===== src/rtl/gsdp_pkg.sv =====
package gsdp_pkg;

  typedef enum logic [1:0] {
    XF_PASS    = 2'd0,
    XF_CONVERT = 2'd1,
    XF_COMBINE = 2'd2,
    XF_SPARE   = 2'd3
  } xform_mode_e;

  // The spare encoding falls back to the default conversion behaviour.
  function automatic xform_mode_e decode_mode(input logic [1:0] code);
    xform_mode_e m;
    case (code)
      2'd0:    m = XF_PASS;
      2'd2:    m = XF_COMBINE;
      default: m = XF_CONVERT;
    endcase
    return m;
  endfunction

endpackage


===== src/rtl/gsdp_enable_xform.sv =====
module gsdp_enable_xform
  import gsdp_pkg::*;
#(
  parameter bit HAS_USER_CE = 1'b1
) (
  input  xform_mode_e mode,
  input  logic        shut_off,
  input  logic        user_ce,
  input  logic        access_en,
  output logic        core_ce,
  output logic        core_en
);

  logic uce;
  logic conv_ce;
  logic conv_en;

  // A port with no user clock enable behaves as if that enable were tied high.
  assign uce = HAS_USER_CE ? user_ce : 1'b1;

  generate
    if (HAS_USER_CE) begin : g_conv_skip
      assign conv_ce = uce;
      assign conv_en = access_en;
    end else begin : g_conv_move
      assign conv_ce = access_en;
      assign conv_en = 1'b1;
    end
  endgenerate

  always_comb begin
    core_ce = uce;
    core_en = access_en;
    case (mode)
      XF_PASS: begin
        core_ce = uce;
        core_en = access_en;
      end
      XF_COMBINE: begin
        core_ce = uce & access_en;
        core_en = 1'b1;
      end
      default: begin
        core_ce = conv_ce;
        core_en = conv_en;
      end
    endcase
    if (shut_off) begin
      core_ce = 1'b0;
    end
  end

endmodule


===== src/rtl/gsdp_core.sv =====
module gsdp_core #(
  parameter int ADDR_W = 6,
  parameter int DATA_W = 16
) (
  input  logic              clk,
  input  logic              rst,
  input  logic              wr_ce,
  input  logic              wr_en,
  input  logic [ADDR_W-1:0] wr_addr,
  input  logic [DATA_W-1:0] wr_data,
  input  logic              rd_ce,
  input  logic              rd_en,
  input  logic [ADDR_W-1:0] rd_addr,
  output logic [DATA_W-1:0] rd_data
);

  localparam int DEPTH = 1 << ADDR_W;

  logic [DATA_W-1:0] mem [DEPTH];

  always_ff @(posedge clk) begin
    if (wr_ce && wr_en) begin
      mem[wr_addr] <= wr_data;
    end
  end

  // Nonblocking update: a read at the write address sees the old word.
  always_ff @(posedge clk) begin
    if (rst) begin
      rd_data <= '0;
    end else if (rd_ce && rd_en) begin
      rd_data <= mem[rd_addr];
    end
  end

endmodule


===== src/rtl/gsdp_act_counter.sv =====
module gsdp_act_counter #(
  parameter int CNT_W = 32
) (
  input  logic             clk,
  input  logic             rst,
  input  logic             tick,
  output logic [CNT_W-1:0] count
);

  always_ff @(posedge clk) begin
    if (rst) begin
      count <= '0;
    end else if (tick) begin
      count <= count + CNT_W'(1);
    end
  end

endmodule


===== src/rtl/gated_sdp_ram.sv =====
module gated_sdp_ram
  import gsdp_pkg::*;
#(
  parameter int ADDR_W    = 6,
  parameter int DATA_W    = 16,
  parameter int CNT_W     = 32,
  parameter bit A_USER_CE = 1'b0,
  parameter bit B_USER_CE = 1'b1
) (
  input  logic              clk,
  input  logic              rst,
  input  logic [1:0]        mode,
  input  logic              single_port,
  input  logic              wr_clk_en,
  input  logic              wr_en,
  input  logic [ADDR_W-1:0] wr_addr,
  input  logic [DATA_W-1:0] wr_data,
  input  logic              rd_clk_en,
  input  logic              rd_en,
  input  logic [ADDR_W-1:0] rd_addr,
  output logic [DATA_W-1:0] rd_data,
  output logic [CNT_W-1:0]  wr_act_cnt,
  output logic [CNT_W-1:0]  rd_act_cnt
);

  xform_mode_e sel_mode;
  logic        wr_core_ce;
  logic        wr_core_en;
  logic        rd_core_ce;
  logic        rd_core_en;

  assign sel_mode = decode_mode(mode);

  gsdp_enable_xform #(.HAS_USER_CE(A_USER_CE)) u_wr_xf (
    .mode      (sel_mode),
    .shut_off  (1'b0),
    .user_ce   (wr_clk_en),
    .access_en (wr_en),
    .core_ce   (wr_core_ce),
    .core_en   (wr_core_en)
  );

  gsdp_enable_xform #(.HAS_USER_CE(B_USER_CE)) u_rd_xf (
    .mode      (sel_mode),
    .shut_off  (single_port),
    .user_ce   (rd_clk_en),
    .access_en (rd_en),
    .core_ce   (rd_core_ce),
    .core_en   (rd_core_en)
  );

  gsdp_core #(.ADDR_W(ADDR_W), .DATA_W(DATA_W)) u_core (
    .clk     (clk),
    .rst     (rst),
    .wr_ce   (wr_core_ce),
    .wr_en   (wr_core_en),
    .wr_addr (wr_addr),
    .wr_data (wr_data),
    .rd_ce   (rd_core_ce),
    .rd_en   (rd_core_en),
    .rd_addr (rd_addr),
    .rd_data (rd_data)
  );

  gsdp_act_counter #(.CNT_W(CNT_W)) u_wr_cnt (
    .clk   (clk),
    .rst   (rst),
    .tick  (wr_core_ce),
    .count (wr_act_cnt)
  );

  gsdp_act_counter #(.CNT_W(CNT_W)) u_rd_cnt (
    .clk   (clk),
    .rst   (rst),
    .tick  (rd_core_ce),
    .count (rd_act_cnt)
  );

endmodule


===== config.mk =====
export PLATFORM = sky130hd
export DESIGN_NAME = gated_sdp_ram
export DESIGN_NICKNAME = d
export VERILOG_FILES = /design/src/rtl/gsdp_pkg.sv /design/src/rtl/gsdp_enable_xform.sv /design/src/rtl/gsdp_core.sv /design/src/rtl/gsdp_act_counter.sv /design/src/rtl/gated_sdp_ram.sv
export SDC_FILE = /design/constraint.sdc
export NUM_CORES = 1
export LEC_CHECK = 0
export BUFFER_PORTS_ARGS = -buffer_cell sky130_fd_sc_hd__clkbuf_2
export CAP_MARGIN = 20
export CORE_MARGIN = 8
export CORE_UTILIZATION = 55
export CTS_CLUSTER_DIAMETER = 60
export DETAILED_ROUTE_END_ITERATION = 10
export PLACE_DENSITY = 0.78
export SYNTH_ARGS = -nofsm -noshare
export SYNTH_HDL_FRONTEND = slang
export SYNTH_SLANG_ARGS = --single-unit
export TNS_END_PERCENT = 50

===== constraint.sdc =====
create_clock -name clk -period 2.7 [get_ports clk]
set_clock_uncertainty 0.2 [all_clocks]
set_input_delay 0.54 -clock clk [delete_from_list [all_inputs] [get_ports clk]]
set_output_delay 0.54 -clock clk [all_outputs]
set_load 0.1 [all_outputs]

==> implementation parameters, run 1 <==
Parameter                              Value

Synthesis
  Cells taking the most area after synthesis    sky130_fd_sc_hd__edfxtp_1 72%, sky130_fd_sc_hd__mux4_2 9.6%, sky130_fd_sc_hd__dfxtp_1 3.7%, sky130_fd_sc_hd__mux2_2 3.4%, sky130_fd_sc_hd__nor2_1 1.2%
  Number of enable flip-flop cells after synthesis    1024
  Synthesized netlist cell count    around 2200
  Register area share after synthesis    75.6%
  Fraction of post-synthesis cell area in the top cell type by area    between 70% and 80%
  Cell type with the largest total area after synthesis    sky130_fd_sc_hd__edfxtp_1
  Netlist area before placement    about 0.043 sq mm
  Syn nets    2247
  Synthesized area divided by synthesized cell count    19.4 sq um
  Portion of netlist area occupied by mux cells    approximately 14%
  #FFs+latches synth    approximately 1100
  Combinational family with the most area after synthesis    multiplexers
  Asr flop ratio synth    0%
  Synth cell types    46
  Leading cell types by count after synthesis    1024 x sky130_fd_sc_hd__edfxtp_1, 182 x sky130_fd_sc_hd__mux4_2, 133 x sky130_fd_sc_hd__nor2_1
  Post-synthesis simple-gate area fraction    under 10%
  Synth Flop Type    sky130_fd_sc_hd__edfxtp_1
  Leading cell type by number of instances after synthesis    sky130_fd_sc_hd__edfxtp_1
  Complex-gate fraction of the synthesized area    3.33%
  Share of the synthesized netlist area taken by xor and xnor gates    0.901%
  Adder-cell share of the synthesized area    less than 1%
  Ys Warns    0

Layout
  Syn-to-layout area delta    18.0%
  Final #Nets    ~2600
  Number of filler instances in the final layout    4834
  Multi-input combinational cell area    0.00992 sq mm
  Final core utilization    65.4%
  Fraction of final layout cells with drive strength greater than 1    32.9%
  Seq. cell area    roughly 0.032 sq mm

Clocking
  H-tree depth    3
  Clock-pin transition on the worst setup and hold timing paths    0.06 ns
  Number of buffers inserted to repair setup after CTS    0
  Max clock buf depth    3
  CTS sink cnt    approximately 1100
  Insertion delay to the later sink of the worst-skew pair    between 0.6 and 0.7 ns
  Root Buffer Master    sky130_fd_sc_hd__clkbuf_16
  CTS tree    yes
  Number of CTS-inserted buffers    107

GRT
  Met3 capacity usage during global routing    6.34%
  Overall global routing resource usage    23.9%
  Antenna violations before repair    7
  Vias in the first global route    23700
  Met2 track demand over resource    between 30% and 40%
  Highest-utilization routing layer at the global route stage    met2
  Largest net degree at the start of global routing    71
  Overflow left after global routing    0
  Global-route wire length before repair    153 mm
  GR Layer Usage met1    31.2%

Setup path
  Nature of the critical path endpoint    flip-flop
  Worst-path cell chain    mux4_2, a22o_1, a221oi_1, buf_4, a31oi_1, or4_1
  Crit Path Category    flip-flop to flip-flop
  Critical path fanouts, max    1
  Data arrival time of the critical path    3.04 ns
  Reg-to-reg startpoint    u_core.mem[39][15]
  CP peak stage delay    approximately 0.54 ns
  Path depth of the worst reg2reg path    6
  Endpoint required time on the critical path    3.07 ns
  R2R Path End    u_core.rd_data[15]
  Standard cell with the maximum stage delay on the critical path    sky130_fd_sc_hd__or4_1
  R2R setup slack    0.03 ns
  Kind of launch point of the worst setup path    flip-flop

Route
  Total DRC errors in the routed layout    0
  Average vias per placed instance    roughly 6.3
  First drt pass iteration count    5
  Total number of vias    roughly 23000
  Post-route ant nets    0
  Drt initial violations    around 2600
  Average detailed-routed wire length per instance    28.5 um
  Detailed-route wire length    105 mm

Pwr
  Combinational share of power    5.3%
  Sw power    about 7600 uW
  Internal power of the cells    27900 uW
  Total leakage power    0.0165 uW
  Clock group share of total power    41.6%
  Sequential power share    53.2%
  VDD IR-drop max    about 0.00054 V
  Power density over the cells    702 mW/mm^2
  Sw Share    a little over a fifth

Hold path
  Critical hold path startpoint    wr_data[9]
  End point of the most critical hold path    u_core.mem[43][9]
  Hold-critical path depth    1
  Path class of the lowest-slack min-delay path    primary input to flip-flop

Timing
  Worst-case headroom to the max-slew limit    29.1%
  Final Hold Vio Count    0
  Setup repair after global routing missed its margin    yes
  Clock period minus worst slack    ~2.7 ns
  Post-route worst hold slack    0.0923 ns
  Final setup violation count    0
  Max frequency    375 MHz
  Actual transition at the worst max-transition pin    around 1.1 ns
  Post-route fraction of the period consumed by the critical path    a little over nine tenths
  Slew Viols, Final    0

Floorplan
  Floorplan die area    around 0.087 sq mm
  Placement Rows    102
  Initial cell density of the core    55.4%
  Top-Level Pins    approximately 120
  X dimension of the die    295 um
  Height of the chip    295 um
  Placeable core region    0.0772 sq mm

Run
  Max-cap violations    0

Placed design
  Gp weighted congestion    a little over 0.8
  Placed wire-length estimate after detailed placement    approximately 64 mm
  Number of input and output port buffers inserted    115

Run status
  Result of the run    complete, no violations
[how the worst max path moves through the flow]
stage	start	endpoint	cells past startpoint
after floorplan	rd_addr[0]	u_core.rd_data[15]	6
after global placement	rd_addr[0]	u_core.rd_data[15]	9
after detailed placement	rd_addr[0]	u_core.rd_data[15]	9
after CTS	u_core.mem[39][4]	u_core.rd_data[4]	7
after global routing	u_core.mem[34][13]	u_core.rd_data[13]	7
final	u_core.mem[39][15]	u_core.rd_data[15]	6
[layout make-up]
class,instances,area share (%)
Antenna cell,5,0.0248
Clock buffer,132,5.59
Clock inverter,68,1.31
Inverter,15,0.112
Multi-Input combinational cell,965,19.6
Sequential cell,1104,64.1
Tap cell,1040,2.58
Timing Repair Buffer,358,6.63
[layer usage]
| metal | part of all wire, % | vias up |
|---|---|---|
| li1 | - | 9762 |
| met1 | 37 | 12000 |
| met2 | 48 | 1319 |
| met3 | 11 | 233 |
| met4 | 4.2 | 4 |
| met5 | 0.026 | - |
[sequential cells by signal (all words and copies together), names as in the netlist]
| register | count |
|---|---|
| u_core.mem | 1024 |
| u_rd_cnt.count | 32 |
| u_wr_cnt.count | 32 |
| u_core.rd_data | 16 |
[power by group through the flow]
stage / combinational [uW] / sequential [uW] / clock (uW)
floorplan: 838 / 19300 / 0
global placement: 1770 / 19200 / 0
detailed placement: 1830 / 19200 / 0
CTS: 1860 / 18800 / 14900
global route: 1970 / 18800 / 15500
finish: 1870 / 18800 / 14700
[kinds of logic after synthesis]
kind of cell,count (synthesis)
mux,341
flops,1104
simple gates,373
xor+xnor,44
buf+inv,139
fa+ha+maj,2
compound gates,205
[timing repair]
item,CTS,global route
setup endpoints to repair,4,12
hold buffers,1,0
pin swaps,1,2
endpoints found under the hold margin,3,0
gates resized for setup,4,18
[worst max-delay path, delay by kind of cell, from the launching register on]
| kind | cells | cell delay [ns] |
|---|---|---|
| simple gates | 1 | 0.54 |
| mux | 1 | 0.48 |
| flops | 1 | 0.37 |
| buf+inv | 1 | 0.18 |
| compound gates | 3 | 0.78 |
[through the flow]
stage	area (sq um)	TNS [ns]	cells	setup WS (ns)	total power [uW]
2_1_floorplan	42800	-2.21	2208	-0.0690	20200
3_3_place_gp	46900	-8.89	3480	-0.644	21000
3_5_place_dp	46900	-9.63	3482	-0.661	21000
4_1_cts	50400	0	3683	0.00400	35600
5_1_grt	50500	-0.0435	3682	-0.0152	36400
6_report	50500	0	3687	0.0317	35500
[layout by cell type (no fill, tap or decap), types with 8 or more instances in the layout]
master,netlist,layout
sky130_fd_sc_hd__dfxtp_2,0,15
sky130_fd_sc_hd__a31oi_1,16,14
sky130_fd_sc_hd__clkinv_1,0,22
sky130_fd_sc_hd__or4_1,20,18
sky130_fd_sc_hd__mux4_2,182,184
sky130_fd_sc_hd__inv_1,15,15
sky130_fd_sc_hd__a22o_1,16,14
sky130_fd_sc_hd__edfxtp_1,1024,1024
sky130_fd_sc_hd__clkbuf_2,0,113
sky130_fd_sc_hd__nor2b_1,29,29
sky130_fd_sc_hd__a221o_1,16,16
sky130_fd_sc_hd__bufinv_16,0,9
sky130_fd_sc_hd__nor3_1,16,14
sky130_fd_sc_hd__mux2i_1,18,18
sky130_fd_sc_hd__nor4_1,16,16
sky130_fd_sc_hd__and4_1,12,12
sky130_fd_sc_hd__mux4_1,10,8
sky130_fd_sc_hd__a22oi_1,32,30
sky130_fd_sc_hd__xor2_1,10,10
sky130_fd_sc_hd__nor2_1,133,133
sky130_fd_sc_hd__mux2_2,131,131
sky130_fd_sc_hd__a221oi_1,16,9
sky130_fd_sc_hd__a21oi_1,29,29
sky130_fd_sc_hd__clkinv_2,0,20
sky130_fd_sc_hd__clkbuf_1,63,20
sky130_fd_sc_hd__nand2_1,25,25
sky130_fd_sc_hd__nand2b_1,8,8
sky130_fd_sc_hd__dfxtp_1,80,65
sky130_fd_sc_hd__o22ai_1,64,64
sky130_fd_sc_hd__or3_1,44,44
sky130_fd_sc_hd__xnor2_1,34,34
sky130_fd_sc_hd__nand4_1,19,19
sky130_fd_sc_hd__buf_4,4,165
sky130_fd_sc_hd__nand3_1,25,25
sky130_fd_sc_hd__o21ai_0,11,11
sky130_fd_sc_hd__buf_12,0,71
sky130_fd_sc_hd__clkbuf_16,0,107
(Power assumes the default switching activity.)
==> run 2, diff against run 1 <==
- ABC_AREA: default -> 1
==> implementation parameters, run 2 <==
Parameter                              Value

Run status
  Result of the run    complete, no violations

Timing
  Final Hold Vio Count    0 (unchanged)
  Slew Viols, Final    0 (unchanged)
  Clock period minus worst slack    2.41 ns (-0.257 ns)
  Setup repair after global routing missed its margin    no
  Final setup violation count    0 (unchanged)
  Summed negative setup slack over all endpoints    0 ns (unchanged)
  Actual transition at the worst max-transition pin    0.794 ns (-0.270 ns)
  Worst-case headroom to the max-slew limit    47.1% (+18 points)
  Post-route fraction of the period consumed by the critical path    89.3% (-9.5 points)
  Max frequency    415 MHz (+11%)

Placed design
  Placement Cell Area    0.0485 sq mm (+3.4%)
  Placed instance count    5185 (+49%)
  Placed wire-length estimate after detailed placement    70.1 mm (+9.4%)
  Number of input and output port buffers inserted    115 (unchanged)
  Gp weighted congestion    0.907 (+9.3%)

Layout
  Biggest regs    u_core.mem: 1024 flops, u_rd_cnt.count: 32 flops, u_wr_cnt.count: 32 flops
  Fraction of final layout cells with drive strength greater than 1    12.0% (-21 points)
  Register containing the most flip-flops in the final layout    u_core.mem
  Largest register FFs    1024 (unchanged)
  Non-Filler Instances    5393 (+46%)
  Final std cell area, no fill    0.0522 sq mm (+3.3%)
  Commonest non-fill, non-tap cell in the layout    sky130_fd_sc_hd__nand2_1
  Final #Nets    4266 (+65%)
  Syn-to-layout area delta    14.7%
  Commonest cells after routing, fill and taps aside    1296 x sky130_fd_sc_hd__nand2_1, 1024 x sky130_fd_sc_hd__edfxtp_1, 974 x sky130_fd_sc_hd__nand3_1, 160 x sky130_fd_sc_hd__buf_4, 125 x sky130_fd_sc_hd__nor2_1

Setup path
  Crit path buf inv count    1 (unchanged)
  Kind of launch point of the worst setup path    flip-flop
  Delay-heaviest family, CP    buffers and inverters
  Nature of the critical path endpoint    primary output
  Reg-to-reg startpoint    u_wr_cnt.count[0]
  R2R setup slack    0.45 ns (+0.42 ns)
  Path depth of the worst reg2reg path    10 (+4)
  Critical path fanouts, max    7 (+6)
  Crit Path Category    flip-flop to primary output
  Standard cell with the maximum stage delay on the critical path    sky130_fd_sc_hd__clkbuf_2
  Data arrival time of the critical path    1.67 ns (-1.37 ns)
  Worst-path cell chain    clkbuf_2
  Critical path depth in cells    1 (-5)
  R2R Path End    u_wr_cnt.count[16]
  CP peak stage delay    0.52 ns (-0.02 ns)
  Endpoint required time on the critical path    1.96 ns (-1.11 ns)

Clocking
  Number of buffers inserted to repair setup after CTS    0 (unchanged)
  Clock-pin transition on the worst setup and hold timing paths    0.06 ns (about the same)
  Post-CTS Hold Buffers    0 (-1)
  CTS sink cnt    1104 (unchanged)
  Max clock buf depth    3 (unchanged)
  Number of CTS-inserted buffers    110 (+2.8%)
  Post_cts resized    0 (-4)
  Root Buffer Master    sky130_fd_sc_hd__clkbuf_16
  CTS tree    yes
  Insertion delay to the later sink of the worst-skew pair    0.69 ns (about the same)
  H-tree depth    3 (unchanged)

Synthesis
  Netlist area before placement    0.0455 sq mm (+6.3%)
  Number of enable flip-flop cells after synthesis    1024 (unchanged)
  Synth cell types    35 (-24%)
  Asr flop ratio synth    0% (unchanged)
  #FFs+latches synth    1104 (unchanged)
  Syn nets    4063 (+81%)
  Synth Flop Type    sky130_fd_sc_hd__edfxtp_1
  Leading cell types by count after synthesis    1296 x sky130_fd_sc_hd__nand2_1, 1024 x sky130_fd_sc_hd__edfxtp_1, 974 x sky130_fd_sc_hd__nand3_1
  Cell type with the largest total area after synthesis    sky130_fd_sc_hd__edfxtp_1
  Register area share after synthesis    71.1% (-4.5 points)
  Synthesized netlist cell count    4024 (+82%)
  Cells taking the most area after synthesis    sky130_fd_sc_hd__edfxtp_1 68%, sky130_fd_sc_hd__nand3_1 11%, sky130_fd_sc_hd__nand2_1 11%, sky130_fd_sc_hd__dfxtp_1 3.5%, sky130_fd_sc_hd__buf_2 1.3%
  Ys Warns    0 (unchanged)
  Leading cell type by number of instances after synthesis    sky130_fd_sc_hd__nand2_1
  Synthesized area divided by synthesized cell count    11.3 sq um (-42%)
  Fraction of post-synthesis cell area in the top cell type by area    67.6% (-4.3 points)

Floorplan
  Floorplan die area    0.0922 sq mm (+6.0%)
  X dimension of the die    304 um (+2.9%)
  Initial cell density of the core    55.5% (+0.068 points)
  Height of the chip    304 um (+2.9%)
  Top-Level Pins    117 (unchanged)
  Placeable core region    0.0820 sq mm (+6.2%)
  Placement Rows    105 (+2.9%)

Run
  Max-cap violations    0 (unchanged)

Route
  Average detailed-routed wire length per instance    21.8 um (-23%)
  Average vias per placed instance    5.93 (-6.3%)
  Post-route ant nets    0 (unchanged)
  Total DRC errors in the routed layout    0 (unchanged)
  First drt pass iteration count    5 (unchanged)
  Detailed-route wire length    118 mm (+12%)
  Drt initial violations    4272 (+63%)
  Total number of vias    32000 (+37%)

GRT
  Overall global routing resource usage    25.1% (+1.2 points)
  Global-route wire length before repair    177 mm (+16%)
  Largest net degree at the start of global routing    73 (+2.8%)
  Vias in the first global route    30700 (+30%)
  Overflow left after global routing    0 (unchanged)
  Antenna violations before repair    6 (-1)

Pwr
  Total leakage power    0.0190 uW (+15%)
  Power density over the cells    705 mW/mm^2 (+0.40%)
  VDD IR-drop max    0.000603 V (+12%)

Hold path
  End point of the most critical hold path    u_wr_cnt.count[3]
  Path class of the lowest-slack min-delay path    primary input to flip-flop
  Critical hold path startpoint    mode[0]
  Hold-critical path depth    5 (+4)
## run 2: cell count changes after synthesis, moves of 28 or more
cell                       previous run  this run
sky130_fd_sc_hd__clkbuf_1            63        35
sky130_fd_sc_hd__buf_2               32       122
sky130_fd_sc_hd__nand3_1             25       974
sky130_fd_sc_hd__o22ai_1             64         0
sky130_fd_sc_hd__or3_1               44         0
sky130_fd_sc_hd__inv_1               15        83
sky130_fd_sc_hd__nor2b_1             29         0
sky130_fd_sc_hd__mux4_2             182         0
sky130_fd_sc_hd__buf_4                4        35
sky130_fd_sc_hd__nand2_1             25      1296
sky130_fd_sc_hd__a22oi_1             32         0
sky130_fd_sc_hd__mux2_2             131         0
## run 2: area by class of cell
cell class / count / area [sq um]
Clock buffer: 137 / 2960
Tap cell: 1070 / 1340
Antenna cell: 5 / 12.5
Timing Repair Buffer: 332 / 2950
Clock inverter: 66 / 704
Sequential cell: 1104 / 32400
Fill cell: 5853 / 29800
Inverter: 88 / 357
Multi-Input combinational cell: 2591 / 11500
## run 2: cells by family after synthesis
kind of cell / Yosys count / share of synthesized area (%)
compound gates: 89 / 1.13
xor+xnor: 20 / 0.385
fa+ha+maj: 2 / 0.0550
buf+inv: 329 / 3.73
flops: 1104 / 71.1
simple gates: 2480 / 23.6
## run 2: stage by stage
stage / power [uW] / hold slack, ns / setup WS [ns] / utilization (%)
floorplan: 20600 / 0.439 / -0.555 / -
global placement: 21500 / 0.270 / 0.109 / 59.1
detailed placement: 21600 / 0.279 / 0.102 / 59.1
CTS: 36900 / 0.121 / 0.254 / 63.6
global route: 37700 / 0.177 / 0.248 / 63.6
finish: 36800 / 0.151 / 0.288 / 63.6
## run 2: per-layer routing
layer  routed length, um  global-route usage [%]  vias to the layer above  part of all wire (%)
li1                    -                       -                    14500                     -
met1               44000                    32.8                    15200                    37
met2               56100                    41.5                     1874                    48
met3               12600                    4.30                      342                    11
met4                5050                    11.0                        6                   4.3
met5                  43                       0                        -                 0.036
## run 2: where the power goes
part,internal [uW],leakage (uW),switching [uW]
Combinational,677,0.00737,1780
Clock,9100,0.00178,6390
Sequential,18800,0.00986,41.4
## run 2: worst max-delay path by stage
stage	from	end
6_report	u_rd_cnt.count[22]	rd_act_cnt[22]
5_1_grt	u_rd_cnt.count[21]	rd_act_cnt[21]
4_1_cts	u_rd_cnt.count[22]	rd_act_cnt[22]
3_5_place_dp	rd_addr[1]	u_core.rd_data[11]
3_3_place_gp	rd_addr[1]	u_core.rd_data[1]
2_1_floorplan	wr_addr[2]	u_core.mem[52][0]
